--- src/rtl/bcast_pkg.sv ---
`timescale 1ns/1ps
package bcast_pkg;

    // Request kinds; the encoding is visible at the req_kind port.
    typedef enum logic [1:0] {
        REQ_SHARED = 2'b00,
        REQ_EXCL   = 2'b01,
        REQ_FLUSH  = 2'b10,
        REQ_RSVD   = 2'b11
    } req_kind_e;

endpackage

--- src/rtl/bcast_line_table.sv ---
`timescale 1ns/1ps
// Small associative table of lines that currently have a transaction in flight.
module bcast_line_table #(
    parameter int AW      = 8,
    parameter int ENTRIES = 4,
    parameter int NLOOK   = 4,
    parameter int NREL    = 2,
    localparam int IDX_W  = (ENTRIES > 1) ? $clog2(ENTRIES) : 1
) (
    input  logic                         clk,
    input  logic                         rst_n,
    input  logic [NLOOK-1:0][AW-1:0]     look_addr,
    output logic [NLOOK-1:0]             look_hit,
    output logic [NLOOK-1:0]             look_flush,
    output logic [NLOOK-1:0][IDX_W-1:0]  look_idx,
    output logic                         has_free,
    input  logic                         alloc_en,
    input  logic [AW-1:0]                alloc_addr,
    input  logic                         alloc_flush,
    input  logic [NREL-1:0]              rel_en,
    input  logic [NREL-1:0][IDX_W-1:0]   rel_idx
);

    typedef struct packed {
        logic          vld;
        logic          flush;
        logic [AW-1:0] addr;
    } line_ent_t;

    line_ent_t [ENTRIES-1:0] tab_d, tab_q;
    logic [ENTRIES-1:0]      free_vec;
    logic [IDX_W-1:0]        alloc_idx;

    genvar ge, gl;
    generate
        for (ge = 0; ge < ENTRIES; ge++) begin : g_free
            assign free_vec[ge] = !tab_q[ge].vld;
        end

        for (gl = 0; gl < NLOOK; gl++) begin : g_look
            logic             hit_w;
            logic             fl_w;
            logic [IDX_W-1:0] idx_w;
            always_comb begin
                hit_w = 1'b0;
                fl_w  = 1'b0;
                idx_w = '0;
                for (int e = 0; e < ENTRIES; e++) begin
                    if (tab_q[e].vld && (tab_q[e].addr == look_addr[gl])) begin
                        hit_w = 1'b1;
                        fl_w  = tab_q[e].flush;
                        idx_w = IDX_W'(e);
                    end
                end
            end
            assign look_hit[gl]   = hit_w;
            assign look_flush[gl] = fl_w;
            assign look_idx[gl]   = idx_w;
        end
    endgenerate

    assign has_free = |free_vec;

    // Lowest free slot takes the next allocation.
    always_comb begin
        alloc_idx = '0;
        for (int e = ENTRIES - 1; e >= 0; e--) begin
            if (free_vec[e]) alloc_idx = IDX_W'(e);
        end
    end

    always_comb begin
        tab_d = tab_q;
        for (int r = 0; r < NREL; r++) begin
            if (rel_en[r]) tab_d[rel_idx[r]].vld = 1'b0;
        end
        if (alloc_en) begin
            tab_d[alloc_idx].vld   = 1'b1;
            tab_d[alloc_idx].flush = alloc_flush;
            tab_d[alloc_idx].addr  = alloc_addr;
        end
    end

    always_ff @(posedge clk) begin
        if (!rst_n) tab_q <= '0;
        else        tab_q <= tab_d;
    end

endmodule

--- src/rtl/bcast_hold_fifo.sv ---
`timescale 1ns/1ps
// Arrival-order queue for requests that cannot issue yet.
module bcast_hold_fifo #(
    parameter int W     = 12,
    parameter int DEPTH = 4,
    localparam int PTR_W = (DEPTH > 1) ? $clog2(DEPTH) : 1,
    localparam int CNT_W = $clog2(DEPTH + 1)
) (
    input  logic         clk,
    input  logic         rst_n,
    input  logic         push,
    input  logic [W-1:0] push_data,
    input  logic         pop,
    output logic [W-1:0] head_data,
    output logic         empty,
    output logic         full
);

    typedef struct packed {
        logic [DEPTH-1:0][W-1:0] slot;
        logic [PTR_W-1:0]        wp;
        logic [PTR_W-1:0]        rp;
        logic [CNT_W-1:0]        cnt;
    } fifo_st_t;

    fifo_st_t st_d, st_q;

    function automatic logic [PTR_W-1:0] ptr_next(input logic [PTR_W-1:0] p);
        return (p == PTR_W'(DEPTH - 1)) ? '0 : p + PTR_W'(1);
    endfunction

    always_comb begin
        st_d = st_q;
        if (push) begin
            st_d.slot[st_q.wp] = push_data;
            st_d.wp            = ptr_next(st_q.wp);
        end
        if (pop) st_d.rp = ptr_next(st_q.rp);
        case ({push, pop})
            2'b10:   st_d.cnt = st_q.cnt + CNT_W'(1);
            2'b01:   st_d.cnt = st_q.cnt - CNT_W'(1);
            default: st_d.cnt = st_q.cnt;
        endcase
    end

    always_ff @(posedge clk) begin
        if (!rst_n) st_q <= '0;
        else        st_q <= st_d;
    end

    assign head_data = st_q.slot[st_q.rp];
    assign empty     = (st_q.cnt == '0);
    assign full      = (st_q.cnt == CNT_W'(DEPTH));

endmodule

--- src/rtl/bcast_read_pipe.sv ---
`timescale 1ns/1ps
// Carries requester and line alongside the fixed-latency memory read.
module bcast_read_pipe #(
    parameter int NW  = 2,
    parameter int AW  = 8,
    parameter int LAT = 3
) (
    input  logic          clk,
    input  logic          rst_n,
    input  logic          in_vld,
    input  logic [NW-1:0] in_node,
    input  logic [AW-1:0] in_addr,
    output logic          out_vld,
    output logic [NW-1:0] out_node,
    output logic [AW-1:0] out_addr
);

    typedef struct packed {
        logic          vld;
        logic [NW-1:0] node;
        logic [AW-1:0] addr;
    } stage_t;

    // Stage 0 is loaded on the same edge as the memory read strobe,
    // so stage LAT lines up with the returning read data.
    stage_t [LAT:0] pipe_d, pipe_q;

    always_comb begin
        pipe_d[0].vld  = in_vld;
        pipe_d[0].node = in_node;
        pipe_d[0].addr = in_addr;
        for (int k = 1; k <= LAT; k++) pipe_d[k] = pipe_q[k-1];
    end

    always_ff @(posedge clk) begin
        if (!rst_n) pipe_q <= '0;
        else        pipe_q <= pipe_d;
    end

    assign out_vld  = pipe_q[LAT].vld;
    assign out_node = pipe_q[LAT].node;
    assign out_addr = pipe_q[LAT].addr;

endmodule

--- src/rtl/bcast_home_ctrl.sv ---
`timescale 1ns/1ps
// Home-node controller: broadcast probes, overlapped memory read, line serialisation.
module bcast_home_ctrl
    import bcast_pkg::*;
#(
    parameter int NODES      = 4,
    parameter int AW         = 8,
    parameter int DW         = 32,
    parameter int MEM_LAT    = 3,
    parameter int HOLD_DEPTH = 4,
    parameter int LINES      = 4,
    localparam int NW    = $clog2(NODES),
    localparam int ACK_W = $clog2(NODES)
) (
    input  logic             clk,
    input  logic             rst_n,
    input  logic             req_valid,
    output logic             req_ready,
    input  logic [1:0]       req_kind,
    input  logic [NW-1:0]    req_node,
    input  logic [AW-1:0]    req_addr,
    input  logic             cmp_valid,
    input  logic [AW-1:0]    cmp_addr,
    input  logic             wb_valid,
    input  logic [AW-1:0]    wb_addr,
    input  logic [DW-1:0]    wb_data,
    output logic             probe_valid,
    output logic [NODES-1:0] probe_mask,
    output logic [AW-1:0]    probe_addr,
    output logic [NW-1:0]    probe_src,
    output logic             probe_excl,
    output logic             resp_valid,
    output logic [NW-1:0]    resp_node,
    output logic [AW-1:0]    resp_addr,
    output logic [DW-1:0]    resp_data,
    output logic [ACK_W-1:0] resp_acks,
    output logic             mem_rd_en,
    output logic [AW-1:0]    mem_rd_addr,
    input  logic [DW-1:0]    mem_rdata,
    output logic             mem_wr_en,
    output logic [AW-1:0]    mem_wr_addr,
    output logic [DW-1:0]    mem_wdata
);

    localparam int NLOOK = 4;   // head, incoming, completion, writeback
    localparam int LK_HEAD = 0;
    localparam int LK_REQ  = 1;
    localparam int LK_CMP  = 2;
    localparam int LK_WB   = 3;
    localparam int IDX_W = (LINES > 1) ? $clog2(LINES) : 1;

    typedef struct packed {
        logic [1:0]    kind;
        logic [NW-1:0] node;
        logic [AW-1:0] addr;
    } hold_t;
    localparam int HW = $bits(hold_t);

    typedef struct packed {
        logic             probe_valid;
        logic [NODES-1:0] probe_mask;
        logic [AW-1:0]    probe_addr;
        logic [NW-1:0]    probe_src;
        logic             probe_excl;
        logic             resp_valid;
        logic [NW-1:0]    resp_node;
        logic [AW-1:0]    resp_addr;
        logic [DW-1:0]    resp_data;
        logic [ACK_W-1:0] resp_acks;
        logic             mem_rd_en;
        logic [AW-1:0]    mem_rd_addr;
        logic             mem_wr_en;
        logic [AW-1:0]    mem_wr_addr;
        logic [DW-1:0]    mem_wdata;
    } out_st_t;

    out_st_t st_d, st_q;

    // ---- sub-block wiring -------------------------------------------------
    logic [NLOOK-1:0][AW-1:0]    look_addr;
    logic [NLOOK-1:0]            look_hit;
    logic [NLOOK-1:0]            look_flush;
    logic [NLOOK-1:0][IDX_W-1:0] look_idx;
    logic                        has_free;
    logic                        alloc_en;
    logic                        alloc_flush;
    logic [AW-1:0]               alloc_addr;
    logic [1:0]                  rel_en;
    logic [1:0][IDX_W-1:0]       rel_idx;

    logic [HW-1:0] head_raw;
    hold_t         head, req_ent, sel;
    logic          hq_empty, hq_full, hq_push, hq_pop;

    logic          ret_vld;
    logic [NW-1:0] ret_node;
    logic [AW-1:0] ret_addr;

    logic accept, use_head, direct, issue;
    logic [NODES-1:0] src_bit;

    assign head    = hold_t'(head_raw);
    assign req_ent = '{kind: req_kind, node: req_node, addr: req_addr};

    // ---- issue decision -------------------------------------------------
    always_comb begin
        look_addr[LK_HEAD] = head.addr;
        look_addr[LK_REQ]  = req_addr;
        look_addr[LK_CMP]  = cmp_addr;
        look_addr[LK_WB]   = wb_addr;

        accept   = req_valid && !hq_full;
        // Oldest held request goes first whenever its line is free.
        use_head = !hq_empty && !look_hit[LK_HEAD] && has_free;
        // New request bypasses the queue only when nothing waits ahead of it.
        direct   = accept && hq_empty && !look_hit[LK_REQ] && has_free;
        issue    = use_head || direct;
        hq_pop   = use_head;
        hq_push  = accept && !direct;
        sel      = use_head ? head : req_ent;

        alloc_en    = issue;
        alloc_addr  = sel.addr;
        alloc_flush = (sel.kind == REQ_FLUSH);

        // Completion frees an ordinary line; writeback frees a flush lock.
        rel_en[0]  = cmp_valid && look_hit[LK_CMP] && !look_flush[LK_CMP];
        rel_idx[0] = look_idx[LK_CMP];
        rel_en[1]  = wb_valid && look_hit[LK_WB] && look_flush[LK_WB];
        rel_idx[1] = look_idx[LK_WB];
    end

    // ---- registered outputs ----------------------------------------------
    always_comb begin
        src_bit = NODES'(1) << sel.node;

        st_d             = st_q;
        st_d.probe_valid = issue;
        st_d.mem_rd_en   = issue;
        if (issue) begin
            st_d.probe_mask  = ~src_bit;
            st_d.probe_addr  = sel.addr;
            st_d.probe_src   = sel.node;
            st_d.probe_excl  = (sel.kind != REQ_SHARED);
            st_d.mem_rd_addr = sel.addr;
        end

        st_d.mem_wr_en = rel_en[1];
        if (rel_en[1]) begin
            st_d.mem_wr_addr = wb_addr;
            st_d.mem_wdata   = wb_data;
        end

        st_d.resp_valid = ret_vld;
        if (ret_vld) begin
            st_d.resp_node = ret_node;
            st_d.resp_addr = ret_addr;
            st_d.resp_data = mem_rdata;
            st_d.resp_acks = ACK_W'(NODES - 1);
        end
    end

    always_ff @(posedge clk) begin
        if (!rst_n) st_q <= '0;
        else        st_q <= st_d;
    end

    assign req_ready   = !hq_full;
    assign probe_valid = st_q.probe_valid;
    assign probe_mask  = st_q.probe_mask;
    assign probe_addr  = st_q.probe_addr;
    assign probe_src   = st_q.probe_src;
    assign probe_excl  = st_q.probe_excl;
    assign resp_valid  = st_q.resp_valid;
    assign resp_node   = st_q.resp_node;
    assign resp_addr   = st_q.resp_addr;
    assign resp_data   = st_q.resp_data;
    assign resp_acks   = st_q.resp_acks;
    assign mem_rd_en   = st_q.mem_rd_en;
    assign mem_rd_addr = st_q.mem_rd_addr;
    assign mem_wr_en   = st_q.mem_wr_en;
    assign mem_wr_addr = st_q.mem_wr_addr;
    assign mem_wdata   = st_q.mem_wdata;

    // ---- sub-blocks -------------------------------------------------------
    bcast_line_table #(
        .AW(AW), .ENTRIES(LINES), .NLOOK(NLOOK), .NREL(2)
    ) u_lines (
        .clk        (clk),
        .rst_n      (rst_n),
        .look_addr  (look_addr),
        .look_hit   (look_hit),
        .look_flush (look_flush),
        .look_idx   (look_idx),
        .has_free   (has_free),
        .alloc_en   (alloc_en),
        .alloc_addr (alloc_addr),
        .alloc_flush(alloc_flush),
        .rel_en     (rel_en),
        .rel_idx    (rel_idx)
    );

    bcast_hold_fifo #(
        .W(HW), .DEPTH(HOLD_DEPTH)
    ) u_hold (
        .clk      (clk),
        .rst_n    (rst_n),
        .push     (hq_push),
        .push_data(req_ent),
        .pop      (hq_pop),
        .head_data(head_raw),
        .empty    (hq_empty),
        .full     (hq_full)
    );

    bcast_read_pipe #(
        .NW(NW), .AW(AW), .LAT(MEM_LAT)
    ) u_rpipe (
        .clk     (clk),
        .rst_n   (rst_n),
        .in_vld  (issue),
        .in_node (sel.node),
        .in_addr (sel.addr),
        .out_vld (ret_vld),
        .out_node(ret_node),
        .out_addr(ret_addr)
    );

endmodule

--- config.mk ---
export PLATFORM = sky130hd
export DESIGN_NAME = bcast_home_ctrl
export DESIGN_NICKNAME = d
export VERILOG_FILES = /design/src/rtl/bcast_pkg.sv /design/src/rtl/bcast_line_table.sv /design/src/rtl/bcast_hold_fifo.sv /design/src/rtl/bcast_read_pipe.sv /design/src/rtl/bcast_home_ctrl.sv
export SDC_FILE = /design/constraint.sdc
export NUM_CORES = 1
export LEC_CHECK = 0
export ABC_AREA = 1
export BUFFER_PORTS_ARGS = -buffer_cell sky130_fd_sc_hd__buf_2
export CORE_ASPECT_RATIO = 0.75
export CORE_MARGIN = 10
export CORE_UTILIZATION = 44
export DETAILED_ROUTE_END_ITERATION = 8
export GPL_ROUTABILITY_DRIVEN = 0
export HOLD_SLACK_MARGIN = 0.06
export MAX_ROUTING_LAYER = met4
export PLACE_DENSITY = 0.7
export SLEW_MARGIN = 20
export SYNTH_ARGS = -nofsm -noshare
export SYNTH_HDL_FRONTEND = slang
export SYNTH_HIERARCHICAL = 1
export SYNTH_SLANG_ARGS = --single-unit
--- constraint.sdc ---
create_clock -name clk -period 3.3 [get_ports clk]
set_clock_uncertainty 0.15 [all_clocks]
set_input_delay 0.66 -clock clk [delete_from_list [all_inputs] [get_ports clk]]
set_output_delay 0.66 -clock clk [all_outputs]
set_load 0.01 [all_outputs]
==> run metrics <==
Logic pwr share=40.3%; number of antenna violations at the first check in global routing=3; Initial Utilization=around 45%; number of global-route vias before repair=roughly 10k; TritonCTS Buffers=26; largest buffer count on any clock path=3; Least-Margin Pin Slew=831 ps; max-slew headroom at the worst pin=about 45%; I/O Buffers=208; sequential fraction of design power=around 33%; switching power=between 4000 and 5000 uW; Power Density=about 840 nW/um^2; vias per inst=5.04; min setup slack post-route=around 110 ps; crit path DAT=~3500 ps; P_leak=roughly 0.0068 uW; pin count of the biggest net entering global routing=96; WP buf/inv=5; clock root buffer=sky130_fd_sc_hd__clkbuf_16; data required time at the worst endpoint=approximately 3600 ps; final critical-path share of the clock period=a little over nine tenths; post-route minimum period=roughly 3200 ps; switching power share of the total=around two fifths; Warnings, synthesis=6; Worst setup SP type=flop; dpl ws=-97.5 ps; worst hold slack=approximately 190 ps; P&R area growth vs syn=22.8%; critical path cell sequence=buf_8 -> o21ai_0 -> o22ai_1 -> inv_1 -> o21ai_0 -> nor2_1 -> nand2_1 -> nand3b_1 -> nand2_1 -> a21oi_2 -> nand2_2 -> nor2_4 -> nand2_4 -> buf_4 -> o21ai_4 -> inv_1 -> nor3_2 -> inv_4 -> o21ai_0 -> a21oi_1; worst hold path type=in2reg; count of unresolved DRC violations after routing=0; Worst path depth=20; clock sink count=240; DP Cell Count=roughly 2.2k; CORE AREA=~25000 sq um; average instance area after synthesis=6.81 sq um; sort of element at the end of the critical path=flop; CTS clk-pin slew, worst paths=60 ps; TritonCTS clock tree=yes; die area=32100 sq um; proportion of layout cells with a drive suffix above 1=roughly a fifth; worst supply voltage drop on vdd=about 0.43 mV; syn_nets=around 1.7k; I/O pin count=between 200 and 250; post-synthesis cell area=11100 sq um; post-detail-place hpwl=~26 mm; GRT Residual Overflow=0; Total Routed Length=between 30 and 40 mm; count of max-cap constraint violations=0; y dimension of the die=about 160 um; Horiz. Die Dim=just over 200 um; Finish-stage setup viols=0; crit path max-delay cell type=sky130_fd_sc_hd__dfxtp_4; DRC violation total after the first TritonRoute iteration=roughly 1.1k; number of vias in the routed layout=11.2k; Cell Rows=50; Max Slew Vio Count=0; cell family with most CP delay=compound AO/OA/AOI/OAI gates; Critical Path Max Stage Delay=about 380 ps; overall global routing resource usage=21.4%; H-tree Lvls=1; global-route wire length before repair=~55 mm; run status=complete, no violations; Clock power frac=a little over a quarter; reg2reg setup slack=between 100 and 150 ps; Final Hold Vio Count=0; number of cells in the finished layout apart from fillers=2215; length of the first detailed-routing pass in iterations=6; total negative slack for setup checks=0 ps; Gate Count Post-Synth=1631; kind of critical path=reg2reg; clock latency on the worst-skew pair=roughly 540 ps; CP Max Fanout=18; average detailed-routed wire length per instance=15.8 um; Max Clock Freq=about 310 MHz; final layout net count=about 2k; Internal Dissipation=around 7000 uW; residual antenna-violating net count after detailed routing=0; Reg2Reg Depth=20; hold-critical path depth=3; cell repeated most along the worst path=sky130_fd_sc_hd__o21ai_0; unrepaired setup endpoints after global routing=false
layout make-up:
type | instances | area [sq um]
fill | 2449 | 11300
multi-input combinational | 1125 | 5140
sequential | 240 | 4810
timing repair buffer | 285 | 1680
clock buffer | 31 | 699
inverter | 176 | 668
tap | 338 | 423
clock inverter | 17 | 209
antenna | 3 | 7.51
power groups by stage:
stage                     sequential (uW)  combinational, uW  clock, uW
after floorplan                      3730               2750          0
after global placement               3830               4350          0
after detailed placement             3830               4400          0
after CTS                            3770               4460       3120
after global routing                 3850               5120       3260
final                                3800               4630       3060
flip-flops by register name, indices dropped and copies added, names as in the netlist:
register,cells
mem_rd_en,1
resp_valid,1
resp_acks,1
probe_src,2
probe_mask,4
resp_data,32
mem_wdata,32
u_lines/tab_q,40
mem_wr_en,1
resp_node,2
u_rpipe/out_vld,1
mem_wr_addr,8
probe_excl,1
u_rpipe/out_addr,8
u_rpipe/pipe_d,33
u_hold/st_q,55
mem_rd_addr,8
u_rpipe/out_node,2
resp_addr,8
tightest hold or removal path, stage by stage:
cell                     delay (ps)
sky130_fd_sc_hd__buf_2           70
sky130_fd_sc_hd__nor2_1          30
sky130_fd_sc_hd__nor2_1          80
metal layers:
metal | track usage [%] | up-vias | part of all wire [%]
met3 | 5.47 | 72 | 11
met2 | 30.6 | 545 | 41
met4 | 6.52 | 0 | 2.7
li1 | - | 5563 | -
met5 | - | - | 0
met1 | 29.1 | 4993 | 46
per-stage QoR:
step	power, uW	util (%)	cell area (sq um)
after floorplan	6480	-	11100
after global placement	8170	50.8	12600
after detailed placement	8230	50.8	12600
after CTS	11400	54.5	13600
after global routing	12200	54.8	13600
final	11500	54.8	13600
placed cells by master, fill, tap and decap left out, types with 3 or more instances in the layout:
master / count
sky130_fd_sc_hd__nand2_1: 381
sky130_fd_sc_hd__nor2_1: 308
sky130_fd_sc_hd__dfxtp_1: 238
sky130_fd_sc_hd__buf_2: 207
sky130_fd_sc_hd__o21ai_0: 169
sky130_fd_sc_hd__inv_1: 156
sky130_fd_sc_hd__a21oi_1: 108
sky130_fd_sc_hd__buf_4: 73
sky130_fd_sc_hd__nand3_1: 38
sky130_fd_sc_hd__clkbuf_16: 26
sky130_fd_sc_hd__o21ai_1: 19
sky130_fd_sc_hd__xor2_1: 17
sky130_fd_sc_hd__inv_2: 16
sky130_fd_sc_hd__o22ai_1: 14
sky130_fd_sc_hd__xnor2_1: 11
sky130_fd_sc_hd__nand4_1: 9
sky130_fd_sc_hd__clkinv_2: 8
sky130_fd_sc_hd__nor2_2: 7
sky130_fd_sc_hd__o211ai_1: 7
sky130_fd_sc_hd__nor3_1: 6
sky130_fd_sc_hd__ha_1: 6
sky130_fd_sc_hd__bufinv_16: 4
sky130_fd_sc_hd__buf_12: 4
sky130_fd_sc_hd__o22ai_2: 4
sky130_fd_sc_hd__diode_2: 3
sky130_fd_sc_hd__clkbuf_8: 3
sky130_fd_sc_hd__inv_4: 3
timing repair:
item,in CTS,in global routing
setup buffers,0,1
hold buffers,0,0
gates resized for setup,7,30
pin swaps,0,3
endpoints found under the setup margin,33,51
gates cloned,0,0
worst paths after layout:
path,start,to
setup / recovery,u_hold/st_q[3]$_SDFFE_PN0P_,u_lines/tab_q[3]$_SDFFE_PN0P_
hold / removal,mem_rdata[8],resp_data[8]$_SDFFE_PN0P_
setup reg to reg,u_hold/st_q[3]$_SDFFE_PN0P_,u_lines/tab_q[3]$_SDFFE_PN0P_
hold reg to reg,u_rpipe/pipe_d[33]$_SDFF_PN0_,u_rpipe/out_addr[0]$_SDFF_PN0_
Note: power is estimated with default switching activity, not from simulation.
